==> src/rtl/dma_cfg_pkg.sv <==
package dma_cfg_pkg;

    localparam int NCH      = 4;
    localparam int SA_W     = 27;
    localparam int OFS_W    = 4;
    localparam int CMD_W    = 32;
    localparam int IDX_W    = 3;

    localparam logic [OFS_W-1:0] OFS_ENABLE = 4'd0;
    localparam logic [OFS_W-1:0] OFS_RESET  = 4'd1;
    localparam logic [OFS_W-1:0] OFS_MODE   = 4'd2;

    typedef enum logic [1:0] {
        RPT_EOF_ISSUED = 2'd0,
        RPT_EOF_ACKED  = 2'd1,
        RPT_CUR_ISSUED = 2'd2,
        RPT_CUR_ACKED  = 2'd3
    } rpt_sel_e;

    typedef struct packed {
        logic             en_wr;
        logic             rst_wr;
        logic             mode_wr;
        logic             sl_wr;
        logic [IDX_W-1:0] sl_idx;
        logic [SA_W-1:0]  data;
    } cfg_cmd_t;

    function automatic cfg_cmd_t decode_cmd(input logic stb,
                                            input logic [OFS_W-1:0] ofs,
                                            input logic [CMD_W-1:0] data);
        cfg_cmd_t c;
        c.en_wr   = stb && (ofs == OFS_ENABLE);
        c.rst_wr  = stb && (ofs == OFS_RESET);
        c.mode_wr = stb && (ofs == OFS_MODE);
        c.sl_wr   = stb && ofs[OFS_W-1];
        c.sl_idx  = ofs[IDX_W-1:0];
        c.data    = data[SA_W-1:0];
        return c;
    endfunction

endpackage

==> src/rtl/dma_cmd_stage.sv <==
module dma_cmd_stage
    import dma_cfg_pkg::*;
(
    input  logic             clk,
    input  logic             rst,
    input  logic             stb,
    input  logic [OFS_W-1:0] ofs,
    input  logic [CMD_W-1:0] data,
    output cfg_cmd_t         cmd_q
);
    always_ff @(posedge clk) begin
        if (rst) cmd_q <= '0;
        else     cmd_q <= decode_cmd(stb, ofs, data);
    end

    // at most one destination decoded per command
    AST_ONE_DEST: assert property (@(posedge clk) disable iff (rst)
        $onehot0({cmd_q.en_wr, cmd_q.rst_wr, cmd_q.mode_wr, cmd_q.sl_wr}));
endmodule

==> src/rtl/dma_pair_bank.sv <==
module dma_pair_bank #(
    parameter int N = 4
) (
    input  logic           clk,
    input  logic           rst,
    input  logic           wr,
    input  logic [2*N-1:0] pairs,
    output logic [N-1:0]   val
);
    for (genvar i = 0; i < N; i++) begin : g_pair
        always_ff @(posedge clk) begin
            if (rst)                       val[i] <= 1'b0;
            else if (wr && pairs[2*i+1])   val[i] <= pairs[2*i];
        end

        AST_PAIR_UNSET_HOLD: assert property (@(posedge clk) disable iff (rst)
            !(wr && pairs[2*i+1]) |=> $stable(val[i]));
    end
endmodule

==> src/rtl/dma_mode_bank.sv <==
module dma_mode_bank
    import dma_cfg_pkg::*;
#(
    parameter int N = 4
) (
    input  logic           clk,
    input  logic           rst,
    input  logic           wr,
    input  logic [4*N-1:0] word,
    output logic [2*N-1:0] mode
);
    for (genvar c = 0; c < N; c++) begin : g_grp
        rpt_sel_e sel_q;
        always_ff @(posedge clk) begin
            if (rst)                      sel_q <= RPT_EOF_ISSUED;
            else if (wr && word[4*c+2])   sel_q <= rpt_sel_e'(word[4*c +: 2]);
        end
        assign mode[2*c +: 2] = sel_q;

        AST_MODE_UNSET_HOLD: assert property (@(posedge clk) disable iff (rst)
            !(wr && word[4*c+2]) |=> $stable(mode[2*c +: 2]));
    end
endmodule

==> src/rtl/dma_ptr_reset.sv <==
module dma_ptr_reset #(
    parameter int N = 4
) (
    input  logic         clk,
    input  logic         rst,
    input  logic         glob_en,
    input  logic [N-1:0] chan_rst,
    output logic [N-1:0] ptr_rst
);
    logic glob_en_d;
    logic rise;

    assign rise = glob_en && !glob_en_d;

    always_ff @(posedge clk) begin
        if (rst) begin
            glob_en_d <= 1'b0;
            ptr_rst   <= '1;
        end else begin
            glob_en_d <= glob_en;
            ptr_rst   <= rise ? '1 : chan_rst;
        end
    end

    AST_PTR_ALL_ON_RISE: assert property (@(posedge clk) disable iff (rst)
        $rose(glob_en) |=> (ptr_rst == {N{1'b1}}));
    AST_PTR_FOLLOW: assert property (@(posedge clk) disable iff (rst)
        !$rose(glob_en) |=> (ptr_rst == $past(chan_rst)));
endmodule

==> src/rtl/dma_cfg_regs.sv <==
module dma_cfg_regs
    import dma_cfg_pkg::*;
#(
    parameter int N_CH = NCH
) (
    input  logic              clk,
    input  logic              rst,
    input  logic              cmd_stb,
    input  logic [OFS_W-1:0]  cmd_ofs,
    input  logic [CMD_W-1:0]  cmd_data,
    output logic              glob_en,
    output logic [N_CH-1:0]   chan_en,
    output logic [N_CH-1:0]   chan_rst,
    output logic [N_CH-1:0]   ptr_rst,
    output logic [2*N_CH-1:0] chan_mode,
    output logic              sl_we,
    output logic [IDX_W-1:0]  sl_idx,
    output logic [SA_W-1:0]   sl_data
);
    localparam int GLB_LSB = 2 * N_CH;

    cfg_cmd_t cmd_q;

    dma_cmd_stage i_stage (
        .clk(clk), .rst(rst), .stb(cmd_stb), .ofs(cmd_ofs), .data(cmd_data), .cmd_q(cmd_q)
    );

    dma_pair_bank #(.N(N_CH)) i_chan_en (
        .clk(clk), .rst(rst), .wr(cmd_q.en_wr),
        .pairs(cmd_q.data[2*N_CH-1:0]), .val(chan_en)
    );

    dma_pair_bank #(.N(1)) i_glob_en (
        .clk(clk), .rst(rst), .wr(cmd_q.en_wr),
        .pairs(cmd_q.data[GLB_LSB +: 2]), .val(glob_en)
    );

    dma_mode_bank #(.N(N_CH)) i_mode (
        .clk(clk), .rst(rst), .wr(cmd_q.mode_wr),
        .word(cmd_q.data[4*N_CH-1:0]), .mode(chan_mode)
    );

    dma_ptr_reset #(.N(N_CH)) i_ptr (
        .clk(clk), .rst(rst), .glob_en(glob_en), .chan_rst(chan_rst), .ptr_rst(ptr_rst)
    );

    always_ff @(posedge clk) begin
        if (rst)               chan_rst <= '1;
        else if (cmd_q.rst_wr) chan_rst <= cmd_q.data[N_CH-1:0];
    end

    always_ff @(posedge clk) begin
        if (rst) begin
            sl_we   <= 1'b0;
            sl_idx  <= '0;
            sl_data <= '0;
        end else begin
            sl_we <= cmd_q.sl_wr;
            if (cmd_q.sl_wr) begin
                sl_idx  <= cmd_q.sl_idx;
                sl_data <= cmd_q.data;
            end
        end
    end

    AST_RST_HOLD: assert property (@(posedge clk) disable iff (rst)
        !cmd_q.rst_wr |=> $stable(chan_rst));
    AST_SL_IDLE: assert property (@(posedge clk) disable iff (rst)
        !$past(cmd_stb) |=> !sl_we);
    AST_SL_PULSE: assert property (@(posedge clk) disable iff (rst)
        (cmd_stb && cmd_ofs[OFS_W-1]) |=> ##1 sl_we);
endmodule

==> config.mk <==
export PLATFORM = sky130hd
export DESIGN_NAME = dma_cfg_regs
export DESIGN_NICKNAME = d
export VERILOG_FILES = /design/src/rtl/dma_cfg_pkg.sv /design/src/rtl/dma_cmd_stage.sv /design/src/rtl/dma_pair_bank.sv /design/src/rtl/dma_mode_bank.sv /design/src/rtl/dma_ptr_reset.sv /design/src/rtl/dma_cfg_regs.sv
export SDC_FILE = /design/constraint.sdc
export NUM_CORES = 1
export LEC_CHECK = 0
export ABC_AREA = 1
export BUFFER_PORTS_ARGS = -buffer_cell sky130_fd_sc_hd__clkbuf_2
export CAP_MARGIN = 10
export CORE_UTILIZATION = 53
export DETAILED_ROUTE_END_ITERATION = 10
export GPL_ROUTABILITY_DRIVEN = 1
export PLACE_DENSITY_LB_ADDON = 0.1
export REMOVE_ABC_BUFFERS = 1
export SYNTH_ARGS = -nofsm -noshare
export SYNTH_HDL_FRONTEND = slang
export SYNTH_SLANG_ARGS = --single-unit
==> constraint.sdc <==
create_clock -name clk -period 2.2 [get_ports clk]
set_input_delay 0.44 -clock clk [delete_from_list [all_inputs] [get_ports clk]]
set_output_delay 0.44 -clock clk [all_outputs]
set_load 0.005 [all_outputs]
# Word level (Yosys, flattened, before mapping)
# Index checks and enable logic that the tools add are counted.
# word_totals
mem_count	0
ram_bits	0
romBits	0
reg_bits	87
latchBits	0
wordCells	40
# op_classes
mux	0
div_mod_pow	0
magnitude_cmp	0
n_bitwise	0
shifts	0
n_addsub	0
multipliers	0
reduce_logical	17
eq_ne	2
# op_table
operator	count
$logic_and 1x1->1	14
$eq 4x1->1 const B	1
$eq 4x2->1 const B	1
$logic_not 4->1	1
$reduce_or 2->1	1
$logic_not 1->1	1

# Longest topological paths before layout
# depth
word_depth	3
depth_mapped	4

# By module
# Synthesis repeated with hierarchy kept, for this count alone.
# unflattened
cells_unflattened	427
area_unflattened_um2	3285.7
# modules_own_cells
mod	instances	area_per_inst_um2	seq_area_each_um2	cells_per_inst
dma_cfg_regs	1	1596.5	700.7	211
dma_cmd_stage	1	983.4	680.7	108
dma_mode_bank	1	329.1	160.2	53
dma_pair_bank at i_chan_en	1	173.9	80.1	29
dma_ptr_reset	1	156.4	100.1	18
dma_pair_bank at i_glob_en	1	46.3	20.0	8

# Least setup slack after synthesis
# No wires, ideal clock.
# synth_path
path_kind	input to register
from	in rst
to	reg i_ptr.ptr_rst[0]
n_path_buf	1
setup_slack_ns	1.293
path_stages	3
arrival_ns	0.788
required_ns	2.081
path_cell_list	buf_4 nor2_2 nand2_1
# synth_between
elab_chain_len	1
# synth_rtl
item	line	text
start, declared	dma_cfg_regs.sv:7	input logic rst,
$reduce_or 2->1 (no line)	--	
end signal, assigned	dma_ptr_reset.sv:21	ptr_rst <= rise ? '1 : chan_rst;
end, declared	dma_ptr_reset.sv:8	output logic [N-1:0] ptr_rst
# Every way passes these cells.
# A chain may end at the register's enable or synchronous reset.

# Worst setup path in the final report
# layout_path
from	reg i_glob_en.val
to	out glob_en
# layout_lines
item	line	text
start, declared	dma_pair_bank.sv:8	output logic [N-1:0] val
start signal, assigned by index	dma_pair_bank.sv:13	else if (wr && pairs[2*i+1]) val[i] <= pairs[2*i];
end, declared	dma_cfg_regs.sv:11	output logic glob_en,
# No word-level cell between the ends.

==> metrics.md <==
| Metric | Value |
|---|---|
| Status | finished clean |
| Sequential element share of the synthesized area | 60.1% |
| Buffers added on ports | 85 |
| Grt ovf | 0 |
| WP buf/inv | 1 |
| Tcrit/Tclk final | 58.1% |
| CTS buffer count | 9 |
| Hold buffers post-CTS | 0 |
| Critical Path Source Type | flop |
| Final setup viols | 0 |
| Placed insts | 500 |
| CTS resizes | 0 |
| Routability congestion estimate | 0.721 |
| DRC | 0 |
| Worst-skew pair later-pin latency | 0.34 ns |
| Syn. warnings | 0 |
| Root Buffer | clkbuf_8 |
| Top delay family on crit path | flip-flops |
| Final worst slack | 0.921 ns |
| M2 GR Usage | 34.1% |
| RSZ-0062 raised after global routing | false |
| Max cap viols | 0 |
| Vias in the first global route | 2150 |
| Pwr Density | 866 nW/um2 |
| Setup Buffers After CTS | 0 |
| Cells along the critical path | clkbuf_2 |
| Cells after Synth | 357 |
| Final min period | 1.28 ns |
| Clock Tree Buf Depth | 2 |
| Slew HR | 54.9% |
| DR WL/cell | 10.9 um |
| CP Data Required Time | 1.76 ns |
| Initial antenna violation count | 0 |
| 1st-iter DRT viols | 127 |
| VDD IR-drop max | 0.000543 V |
| Global-route wire length before repair | 9.35 mm |
| Worst-path maximum fanout | 3 |
| Synth Register Bits | 87 |
| Dpl hpwl | 3.66 mm |
| Final hold vios | 0 |
| Met1 Use GR | 24.6% |
| Routed Antenna Nets | 0 |
| Clk slew on worst S/H paths | 0.09 ns |
| Area share of the largest cell type after synthesis | 60.1% |
| Commonest cells after routing, fill and taps aside | 123 x nor2_1, 87 x dfxtp_1, 85 x clkbuf_2 |
| Worst hold path class | input port to flop |
| Most Used Layer, Global Route | met2 |
| Die ar. | 5770 um2 |
| # rows | 26 |
| Crit-path slowest cell | dfxtp_1 |
| H-tree Lvls | 3 |
| IO Count | 91 |
| Synth top area cells | dfxtp_1 60%, nor2_1 16%, inv_1 6.2% |
| Largest net degree at the start of global routing | 45 |
| Clock sink count | 87 |
| Vias | 2326 |
| Tot Pwr | 3.03 mW |
| Area Overhead vs Synth | 20.9% |
| Drt total wl | 5.63 mm |
| Place WS | 0.748 ns |
| Vias per inst | 4.51 |
| Element type at the critical path end | primary output |
| Crit-path max cell delay | 0.37 ns |
| Yosys top cell by area | dfxtp_1 |
| Core area | 5170 um2 |
| Synth Area per Inst | 8.12 um2 |
| WS Path Type | flop to primary output |
| Die X | 76.0 um |
| Max Fclk | 0.782 GHz |
| Mapped cell area | 2900 um2 |
| Worst-margin pin slew | 0.676 ns |
| Leakage | 1.91 nW |
| Non-Filler Instances | 516 |
| Commonest non-fill, non-tap cell in the layout | nor2_1 |
| Layout cells sized above 1 | 23.8% |
| All-layer global routing usage | 20.4% |
| Post-synthesis cell type count | 12 |
| Setup skew after layout | 0.0115 ns |
| Die Ht | 76.0 um |
| Starting Density | 56.0% |
| First-pass DRT Iterations | 4 |
| Post-route setup TNS | 0 ns |
| Antenna cells | 0 |
| Slew Limit Fails | 0 |
| CTS tree | yes |
| Final nets | 480 |
| Worst Path Arrival | 0.84 ns |
| GR Util met3 | 5.42% |
through the flow:
step / utilization [%] / hold slack [ns] / area, um2
after global placement: 63.5 / 0.433 / 3280
after floorplan: - / 0.431 / 2760
after detailed placement: 63.5 / 0.444 / 3280
after global routing: 67.8 / 0.266 / 3510
after CTS: 67.8 / 0.254 / 3510
final: 67.8 / 0.269 / 3510
synthesized netlist by cell type (all sizes together):
library cell  instances
nor2                124
inv                  50
buf                  14
a21oi                 5
dfxtp                87
nand3                 2
o21ai                34
nand2                41
tightest hold or removal path: stages:
cell and delay, ns:
clkbuf_2 0.08, inv_1 0.04, nor2_1 0.03
flip-flops by register name (all words and copies together), names as in the netlist:
register and cells:
sl_data 27, i_mode.g_grp.sel_q 8, chan_rst 4, i_chan_en.val 4, i_ptr.ptr_rst 4, sl_we 1
i_glob_en.val 1, i_stage.cmd_q 34, sl_idx 3, i_ptr.glob_en_d 1
power breakdown:
part	internal, mW	switching [mW]	total, mW
Sequential	1.63	0.0333	1.67
Clock	0.641	0.560	1.20
Combinational	0.0727	0.0937	0.166
Total	2.35	0.687	3.03
routing by layer:
layer | wire [um] | part of all wire, %
met1 | 2580 | 46
met2 | 2600 | 46
met4 | 70 | 1.2
met5 | 0 | 0
met3 | 376 | 6.7
worst paths after layout:
path / start / end / slack [ns] / cells past startpoint
worst max register to register: i_stage.cmd_q[30]$_SDFF_PP0_ / sl_data[17]$_SDFFE_PP0P_ / 0.96 / 3
worst min register to register: i_stage.cmd_q[27]$_SDFF_PP0_ / sl_idx[0]$_SDFFE_PP0P_ / 0.45 / 2
worst min-delay path: cmd_data[20] / i_stage.cmd_q[20]$_SDFF_PP0_ / 0.27 / 3
worst max-delay path: i_glob_en.val$_SDFFE_PP0P_ / glob_en / 0.92 / 1
cell families (layout without fill, tap and decap cells):
group                  after synthesis  count (layout)  share of synthesized area, %
flip-flops                          87              87                          60.1
AO/OA/AOI/OAI                       39              39                          6.73
buffers and inverters               64             153                          11.4
AND/OR/NAND/NOR                    167             167                          21.8
final cells by class:
class	instances	area (um2)
inverters	50	188
clock inverters	7	97.6
multi-input cells	206	827
well taps	70	87.6
repair buffers	87	440
fillers	435	1670
clock buffers	9	124
flip-flops and latches	87	1740
(Power assumes the default switching activity.)
